==> config.mk <==
export PLATFORM = sky130hd
export DESIGN_NAME = itlb_fchk
export DESIGN_NICKNAME = d
export VERILOG_FILES = /design/src/rtl/itlb_fchk_pkg.sv /design/src/rtl/itlb_fchk_classify.sv /design/src/rtl/itlb_fchk_fault_regs.sv /design/src/rtl/itlb_fchk_counters.sv /design/src/rtl/itlb_fchk.sv
export SDC_FILE = /design/constraint.sdc
export NUM_CORES = 1
export LEC_CHECK = 0
export BUFFER_PORTS_ARGS = -buffer_cell sky130_fd_sc_hd__buf_2
export CAP_MARGIN = 5
export CORE_AREA = 2 2 189 191
export CTS_BUF_LIST = sky130_fd_sc_hd__clkbuf_16
export CTS_CLUSTER_SIZE = 14
export DETAILED_ROUTE_END_ITERATION = 16
export DIE_AREA = 0 0 191 193
export GPL_ROUTABILITY_DRIVEN = 0
export SYNTH_ARGS = -nofsm -noshare
export SYNTH_HDL_FRONTEND = slang
export SYNTH_SLANG_ARGS = --single-unit
==> constraint.sdc <==
create_clock -name clk -period 3.4 [get_ports clk]
set_input_delay 0.51 -clock clk [delete_from_list [all_inputs] [get_ports clk]]
set_output_delay 0.51 -clock clk [all_outputs]
set_load 0.01 [all_outputs]
==> src/rtl/itlb_fchk_pkg.sv <==
package itlb_fchk_pkg;

    typedef enum logic [1:0] {
        FC_NONE = 2'd0,
        FC_ACV  = 2'd1,
        FC_PGF  = 2'd2
    } fault_cls_e;

    typedef enum logic [2:0] {
        CK_IDLE      = 3'd0,
        CK_SUPER_OK  = 3'd1,
        CK_HIT_OK    = 3'd2,
        CK_ACV_RANGE = 3'd3,
        CK_ACV_SUPER = 3'd4,
        CK_ACV_PERM  = 3'd5,
        CK_MISS      = 3'd6
    } chk_state_e;

    localparam int NUM_CNT = 3;
    localparam int CNT_HIT = 0;
    localparam int CNT_MIS = 1;
    localparam int CNT_ACV = 2;

endpackage

==> src/rtl/itlb_fchk_classify.sv <==
module itlb_fchk_classify
    import itlb_fchk_pkg::*;
#(
    parameter int ADDR_W = 64,
    parameter int VA_W   = 43,
    parameter int MODE_W = 2
) (
    input  logic [ADDR_W-1:0]      pc,
    input  logic [MODE_W-1:0]      mode,
    input  logic                   hit,
    input  logic [(1<<MODE_W)-1:0] xen,
    output chk_state_e             outcome
);

    localparam int HI_W = ADDR_W - VA_W + 1;

    logic [HI_W-1:0] hi_bits;
    logic            in_range;
    logic            superpage;
    logic            kernel;
    logic            perm;

    always_comb begin
        hi_bits   = pc[ADDR_W-1:VA_W-1];
        in_range  = (&hi_bits) || !(|hi_bits);
        superpage = (pc[VA_W-1:VA_W-2] == 2'b10);
        kernel    = (mode == '0);
        perm      = xen[mode];
    end

    // fixed check order: range, superpage, lookup, permission
    always_comb begin
        if (!in_range)
            outcome = CK_ACV_RANGE;
        else if (superpage)
            outcome = kernel ? CK_SUPER_OK : CK_ACV_SUPER;
        else if (!hit)
            outcome = CK_MISS;
        else if (!perm)
            outcome = CK_ACV_PERM;
        else
            outcome = CK_HIT_OK;
    end

endmodule

==> src/rtl/itlb_fchk_fault_regs.sv <==
module itlb_fchk_fault_regs #(
    parameter int ADDR_W     = 64,
    parameter int VA_W       = 43,
    parameter int PAGE_SHIFT = 13
) (
    input  logic              clk,
    input  logic              rst_n,
    input  logic              load,
    input  logic [ADDR_W-1:0] pc,
    input  logic [ADDR_W-1:0] ptb,
    output logic [ADDR_W-1:0] tag_q,
    output logic [ADDR_W-1:0] form_q
);

    localparam int VPN_W = VA_W - PAGE_SHIFT;

    logic [ADDR_W-1:0] vpn_ext;
    logic [ADDR_W-1:0] form_d;

    always_comb begin
        vpn_ext = ADDR_W'(pc[VA_W-1:PAGE_SHIFT]);
        form_d  = ptb | (vpn_ext << 3);
    end

    always_ff @(posedge clk) begin
        if (!rst_n) begin
            tag_q  <= '0;
            form_q <= '0;
        end else if (load) begin
            tag_q  <= pc;
            form_q <= form_d;
        end
    end

    AST_FORM_LOW_FROM_PTB: assert property (@(posedge clk) disable iff (!rst_n)
        load |=> form_q[2:0] == $past(ptb[2:0]));

    AST_TAG_HELD_IDLE: assert property (@(posedge clk) disable iff (!rst_n)
        !load |=> $stable(tag_q) && $stable(form_q));

endmodule

==> src/rtl/itlb_fchk_counters.sv <==
module itlb_fchk_counters #(
    parameter int NUM   = 3,
    parameter int CNT_W = 32
) (
    input  logic                      clk,
    input  logic                      rst_n,
    input  logic [NUM-1:0]            inc,
    output logic [NUM-1:0][CNT_W-1:0] cnt
);

    for (genvar g = 0; g < NUM; g++) begin : g_cnt
        always_ff @(posedge clk) begin
            if (!rst_n)
                cnt[g] <= '0;
            else if (inc[g])
                cnt[g] <= cnt[g] + CNT_W'(1);
        end

        AST_CNT_STEP: assert property (@(posedge clk) disable iff (!rst_n)
            inc[g] |=> cnt[g] == $past(cnt[g]) + CNT_W'(1));
    end

    AST_ONE_INC: assert property (@(posedge clk) disable iff (!rst_n)
        $countones(inc) <= 1);

endmodule

==> src/rtl/itlb_fchk.sv <==
module itlb_fchk
    import itlb_fchk_pkg::*;
#(
    parameter int          ADDR_W     = 64,
    parameter int          VA_W       = 43,
    parameter int          PA_W       = 41,
    parameter int          PAGE_SHIFT = 13,
    parameter int          MODE_W     = 2,
    parameter int          CNT_W      = 32,
    parameter int          VEC_W      = 16,
    parameter logic [15:0] VEC_MISS   = 16'h0181,
    parameter logic [15:0] VEC_ACV    = 16'h0081
) (
    input  logic                       clk,
    input  logic                       rst_n,
    input  logic                       req_valid,
    input  logic [ADDR_W-1:0]          req_pc,
    input  logic                       req_misspec,
    input  logic [MODE_W-1:0]          cur_mode,
    input  logic [ADDR_W-1:0]          ptb,
    input  logic                       tlb_hit,
    input  logic [PA_W-PAGE_SHIFT-1:0] tlb_ppn,
    input  logic [(1<<MODE_W)-1:0]     tlb_xen,
    output logic                       rsp_valid,
    output logic [1:0]                 rsp_fault,
    output logic [VEC_W-1:0]           rsp_vector,
    output logic [PA_W-1:0]            rsp_paddr,
    output logic [ADDR_W-1:0]          ftag_q,
    output logic [ADDR_W-1:0]          fva_form_q,
    output logic [CNT_W-1:0]           cnt_hit,
    output logic [CNT_W-1:0]           cnt_miss,
    output logic [CNT_W-1:0]           cnt_acv,
    output logic [CNT_W-1:0]           cnt_access
);

    localparam int PPN_W = PA_W - PAGE_SHIFT;

    chk_state_e                      outcome;
    chk_state_e                      state_q;
    chk_state_e                      state_d;
    logic [PA_W-1:0]                 paddr_d;
    logic [PA_W-1:0]                 paddr_q;
    logic                            is_fault_d;
    logic                            fault_load;
    logic [NUM_CNT-1:0]              inc;
    logic [NUM_CNT-1:0][CNT_W-1:0]   cnt;

    itlb_fchk_classify #(
        .ADDR_W (ADDR_W),
        .VA_W   (VA_W),
        .MODE_W (MODE_W)
    ) u_classify (
        .pc      (req_pc),
        .mode    (cur_mode),
        .hit     (tlb_hit),
        .xen     (tlb_xen),
        .outcome (outcome)
    );

    // next state and physical address
    always_comb begin
        state_d = req_valid ? outcome : CK_IDLE;
        paddr_d = '0;
        unique case (state_d)
            CK_SUPER_OK: paddr_d = req_pc[PA_W-1:0];
            CK_HIT_OK:   paddr_d = {tlb_ppn, req_pc[PAGE_SHIFT-1:0]};
            default:     paddr_d = '0;
        endcase
        is_fault_d = req_valid && (outcome inside {CK_ACV_RANGE, CK_ACV_SUPER,
                                                   CK_ACV_PERM, CK_MISS});
        fault_load = is_fault_d && !req_misspec;
        inc[CNT_HIT] = (state_d == CK_HIT_OK);
        inc[CNT_MIS] = (state_d == CK_MISS);
        inc[CNT_ACV] = state_d inside {CK_ACV_RANGE, CK_ACV_SUPER, CK_ACV_PERM};
    end

    // state register
    always_ff @(posedge clk) begin
        if (!rst_n) begin
            state_q <= CK_IDLE;
            paddr_q <= '0;
        end else begin
            state_q <= state_d;
            paddr_q <= paddr_d;
        end
    end

    // outputs from state
    always_comb begin
        rsp_valid  = (state_q != CK_IDLE);
        rsp_paddr  = paddr_q;
        rsp_fault  = FC_NONE;
        rsp_vector = '0;
        unique case (state_q)
            CK_IDLE, CK_SUPER_OK, CK_HIT_OK: begin
                rsp_fault  = FC_NONE;
                rsp_vector = '0;
            end
            CK_ACV_RANGE, CK_ACV_SUPER, CK_ACV_PERM: begin
                rsp_fault  = FC_ACV;
                rsp_vector = VEC_W'(VEC_ACV);
            end
            CK_MISS: begin
                rsp_fault  = FC_PGF;
                rsp_vector = VEC_W'(VEC_MISS);
            end
            default: begin
                rsp_fault  = FC_NONE;
                rsp_vector = '0;
            end
        endcase
    end

    itlb_fchk_fault_regs #(
        .ADDR_W     (ADDR_W),
        .VA_W       (VA_W),
        .PAGE_SHIFT (PAGE_SHIFT)
    ) u_fault_regs (
        .clk    (clk),
        .rst_n  (rst_n),
        .load   (fault_load),
        .pc     (req_pc),
        .ptb    (ptb),
        .tag_q  (ftag_q),
        .form_q (fva_form_q)
    );

    itlb_fchk_counters #(
        .NUM   (NUM_CNT),
        .CNT_W (CNT_W)
    ) u_counters (
        .clk   (clk),
        .rst_n (rst_n),
        .inc   (inc),
        .cnt   (cnt)
    );

    always_comb begin
        cnt_hit    = cnt[CNT_HIT];
        cnt_miss   = cnt[CNT_MIS];
        cnt_acv    = cnt[CNT_ACV];
        cnt_access = cnt[CNT_HIT] + cnt[CNT_MIS];
    end

    AST_RSP_FOLLOWS_REQ: assert property (@(posedge clk) disable iff (!rst_n)
        req_valid |=> rsp_valid);

    AST_IDLE_NO_RSP: assert property (@(posedge clk) disable iff (!rst_n)
        !req_valid |=> !rsp_valid && $stable(cnt_access) && $stable(cnt_acv));

    AST_MISSPEC_HOLDS_TAG: assert property (@(posedge clk) disable iff (!rst_n)
        req_valid && req_misspec |=> $stable(ftag_q) && $stable(fva_form_q));

    AST_TAG_CAPTURE: assert property (@(posedge clk) disable iff (!rst_n)
        is_fault_d && !req_misspec |=> ftag_q == $past(req_pc));

    AST_MISS_VECTOR: assert property (@(posedge clk) disable iff (!rst_n)
        rsp_valid && rsp_fault == FC_PGF |-> rsp_vector == VEC_W'(VEC_MISS));

    AST_FAULT_NO_PADDR: assert property (@(posedge clk) disable iff (!rst_n)
        rsp_fault != FC_NONE |-> rsp_paddr == '0);

    AST_RANGE_FIRST: assert property (@(posedge clk) disable iff (!rst_n)
        req_valid && !((&req_pc[ADDR_W-1:VA_W-1]) || !(|req_pc[ADDR_W-1:VA_W-1]))
        |=> rsp_fault == FC_ACV);

endmodule

==> out/qor.csv <==
stage;metric;value;unit
power;Sw Share;24.40;%
synth;Mean Syn Cell Area;8.294;sq um
power;Internal;5442;uW
synth;ys async rst share;0;%
timing;final setup fails;2;
cts;cts hold-fix bufs;0;
place;post-DP HPWL;32170;um
cts;Clk Tree Root Cell;clkbuf_16;
timing;Tightest Pin Transition;706.6;ps
global_routing;largest net degree at the start of global routing;96;
synth;Gate Count Post-Synth;1507;
worst_setup_path;worst reg2reg setup slack;870;ps
timing;clock skew;20.52;ps
worst_setup_path;r2r endpoint;u_counters.cnt[95];
worst_setup_path;CP Class;reg2out;
routing;vias;12650;
worst_setup_path;CP startpoint kind;register;
layout;FILL cells;3470;
min_path;Hold Crit Class;in2reg;
power;power share of the combinational group;7.5;%
timing;Tcrit/Tclk final;101.1;%
power;Leak;0.007594;uW
floorplan;num ports;483;
timing;Final Max Tran Viols;0;
routing;ANT nets after route;0;
synth;Cell variety after synth;69;
timing;worst relative slew slack;52.78;%
min_path;hold path endpoint;rsp_paddr[4];
timing;Hold Slack;212.5;ps
layout;Layout Nets;2188;
worst_setup_path;r2r worst-path depth;7;
cts;CTS tree;built;
global_routing;Total Routing Usage GR;21.69;%
global_routing;vias in the first global route;11460;
global_routing;gr ovfl total;0;
synth;cell area after synthesis;0.01250;sq mm
layout;layout cell share with drive strength beyond 1;34.94;%
cts;clk_lat worst skew;510;ps
synth;yosys warns;0;
min_path;hold_sp;req_pc[4];
worst_setup_path;CP max stage cell;dfxtp_4;
min_path;worst hold path cell count;2;
cts;CTS H-tree depth;2;
cts;Clock Pin Slew Worst Setup and Hold Paths;60;ps
floorplan;Core ar.;0.03496;sq mm
status;status;complete, but fails checks;
worst_setup_path;Worst Path Required;2890;ps
status;violated checks;negative setup slack;
timing;FMAX;290.9;MHz
cts;Sink Count;268;
timing;post-route setup TNS;-58.11;ps
routing;DR WL/cell;17.64;um
timing;RSZ-0062 raised after global routing;true;
layout;P&R area growth vs syn;35.68;%
place;Port-buffer cells;469;
cts;cts bufs inserted;34;
worst_setup_path;worst path buffer plus inverter count;1;
routing;DRT Wirelength;43620;um
worst_setup_path;CP max stage delay;360;ps
cts;Max clock buf depth;3;
power;sw power;1756;uW
floorplan;area of the die;0.03686;sq mm
layout;sequential cell area;0.005403;sq mm
power;part of the power in registers;45.3;%
floorplan;chip height;193;um
routing;router iterations before antenna repair;5;
synth;Seq/Total Area, Yosys;42.92;%
power;Pwr per Cell Area;424.4;mW/mm^2
worst_setup_path;Worst Setup End Kind;output pin;
worst_setup_path;critical path's top delay family;compound AO/OA/AOI/OAI gates;
worst_setup_path;Arr. time, crit path;2930;ps
layout;most frequent cells in the layout;buf_2 (469), dfxtp_1 (246), nand2_1 (245);
floorplan;row count;69;
power;Clk pwr share;47.2;%
floorplan;chip width;191;um
timing;Tmin final;3437;ps
worst_setup_path;crit path cell chain;ha_4 -> fa_2 -> a21oi_2 -> o21a_1 -> nand4b_1 -> nand3b_1 -> a31oi_4 -> nor4_2 -> a211o_1 -> buf_2;
timing;Hold Vio Cnt, Final;0;
synth;top_reg_cell synth;dfxtp_1;
run;max-cap violation count;0;
global_routing;global-route wire length before repair;63400;um
routing;Iter 0 DRT Violations;714;
worst_setup_path;crit-path max FO;3;
worst_setup_path;reg2reg start;u_counters.cnt[69];
global_routing;initial antenna violation count;3;
synth;Yosys reg bits;268;
layout;commonest non-fill, non-tap cell in the layout;buf_2;
layout;Multi-input gate area;0.006875;sq mm
synth;EDFF count, synth;0;
floorplan;initial core utilization;35.75;%
timing;final worst slack;-37.36;ps
routing;drt drc;0;
routing;vias per cell;5.114;
power;maximum VDD drop;0.3120;mV
## repair_timing
action	CTS	global route
setup endpoints to repair	14	14
pin swaps	10	15
gates resized for setup	45	47
setup buffers	4	12
## power by group through the flow
stage,clock [uW],sequential (uW),combinational (uW)
6_report,3400,3260,540
5_1_grt,3610,3270,591
4_1_cts,3490,3260,543
3_5_place_dp,0,3330,542
3_3_place_gp,0,3330,535
2_1_floorplan,0,3370,238
## flip-flops by register name, summed over array words and instances, names as in the netlist
| signal | flops |
|---|---|
| u_fault_regs.form_q | 64 |
| state_q | 3 |
| u_fault_regs.tag_q | 64 |
| u_counters.cnt | 96 |
| rsp_paddr | 41 |
## cells in the mapped netlist (4+ instances only)
cell type	n	area, sq um
a22oi_1	29	217.7
ha_1	34	425.4
buf_6	13	146.4
and4_1	12	105.1
o21ai_0	39	195.2
a31oi_1	6	37.54
nor3_1	62	310.3
a21o_1	13	97.59
a211o_1	4	35.03
inv_1	34	127.6
or3_1	27	168.9
and3_1	17	106.4
o21a_1	7	52.55
nor2_1	146	548.0
xor2_1	32	280.3
clkbuf_1	46	172.7
nand4_1	35	219.0
a21oi_1	152	760.7
mux2i_1	4	40.04
xnor2_1	61	534.3
nor4_1	13	81.33
and2_1	32	200.2
buf_4	20	150.1
o21bai_1	4	30.03
nor3_2	30	300.3
buf_2	21	105.1
dfxtp_1	268	5365
nand2_1	247	927.1
nand3_1	35	175.2
## worst max path at each step
stage | start | to | slack (ps) | cells after the start
after detailed placement | u_counters.cnt[16] | cnt_access[31] | 260 | 9
final | u_counters.cnt[32] | cnt_access[30] | -40 | 10
after floorplan | u_counters.cnt[36] | cnt_access[28] | 300 | 8
after global placement | u_counters.cnt[16] | cnt_access[31] | 260 | 9
after CTS | u_counters.cnt[0] | cnt_access[28] | -20 | 10
after global routing | u_counters.cnt[13] | cnt_access[30] | -80 | 9
## layout make-up
| cell class | instances | share of cell area (%) |
|---|---|---|
| multi-input combinational | 1114 | 40.54 |
| sequential | 268 | 31.86 |
| timing repair buffer | 533 | 17.19 |
| clock buffer | 35 | 5.165 |
| tap | 461 | 3.401 |
| clock inverter | 24 | 0.9813 |
| inverter | 35 | 0.8189 |
| antenna | 3 | 0.04427 |
## logic make-up (layout without fill, tap and decap cells)
family / after synthesis / after routing / synth area share, %
AND/OR/NAND/NOR: 679 / 679 / 26.80
AO/OA/AOI/OAI: 286 / 286 / 13.69
flip-flops: 268 / 268 / 42.92
buffers and inverters: 137 / 627 / 5.706
XOR/XNOR: 93 / 93 / 6.517
adder cells (fa/ha/maj): 35 / 35 / 3.564
multiplexers: 8 / 8 / 0.7708
other: 1 / 16 / 0.03000
## through the flow
step                      setup slack [ps]  utilization, %  cell area (sq um)  cells  total power (uW)
after floorplan                      299.0               -              12540   1519              3607
after global placement               261.8           43.96              15370   2395              3862
after detailed placement             264.0           43.96              15370   2395              3874
after CTS                           -19.97           47.72              16680   2458              7294
after global routing                -79.51           48.50              16960   2472              7466
final                               -37.36           48.50              16960   2473              7198
## layer usage
layer	GRT usage, %	up-vias	wire length [um]
met5	0	-	0
met2	36.94	440	21220
met1	27.26	6002	18180
met3	4.851	68	3125
li1	-	6136	-
met4	6.917	0	1103
(Power assumes the default switching activity.)
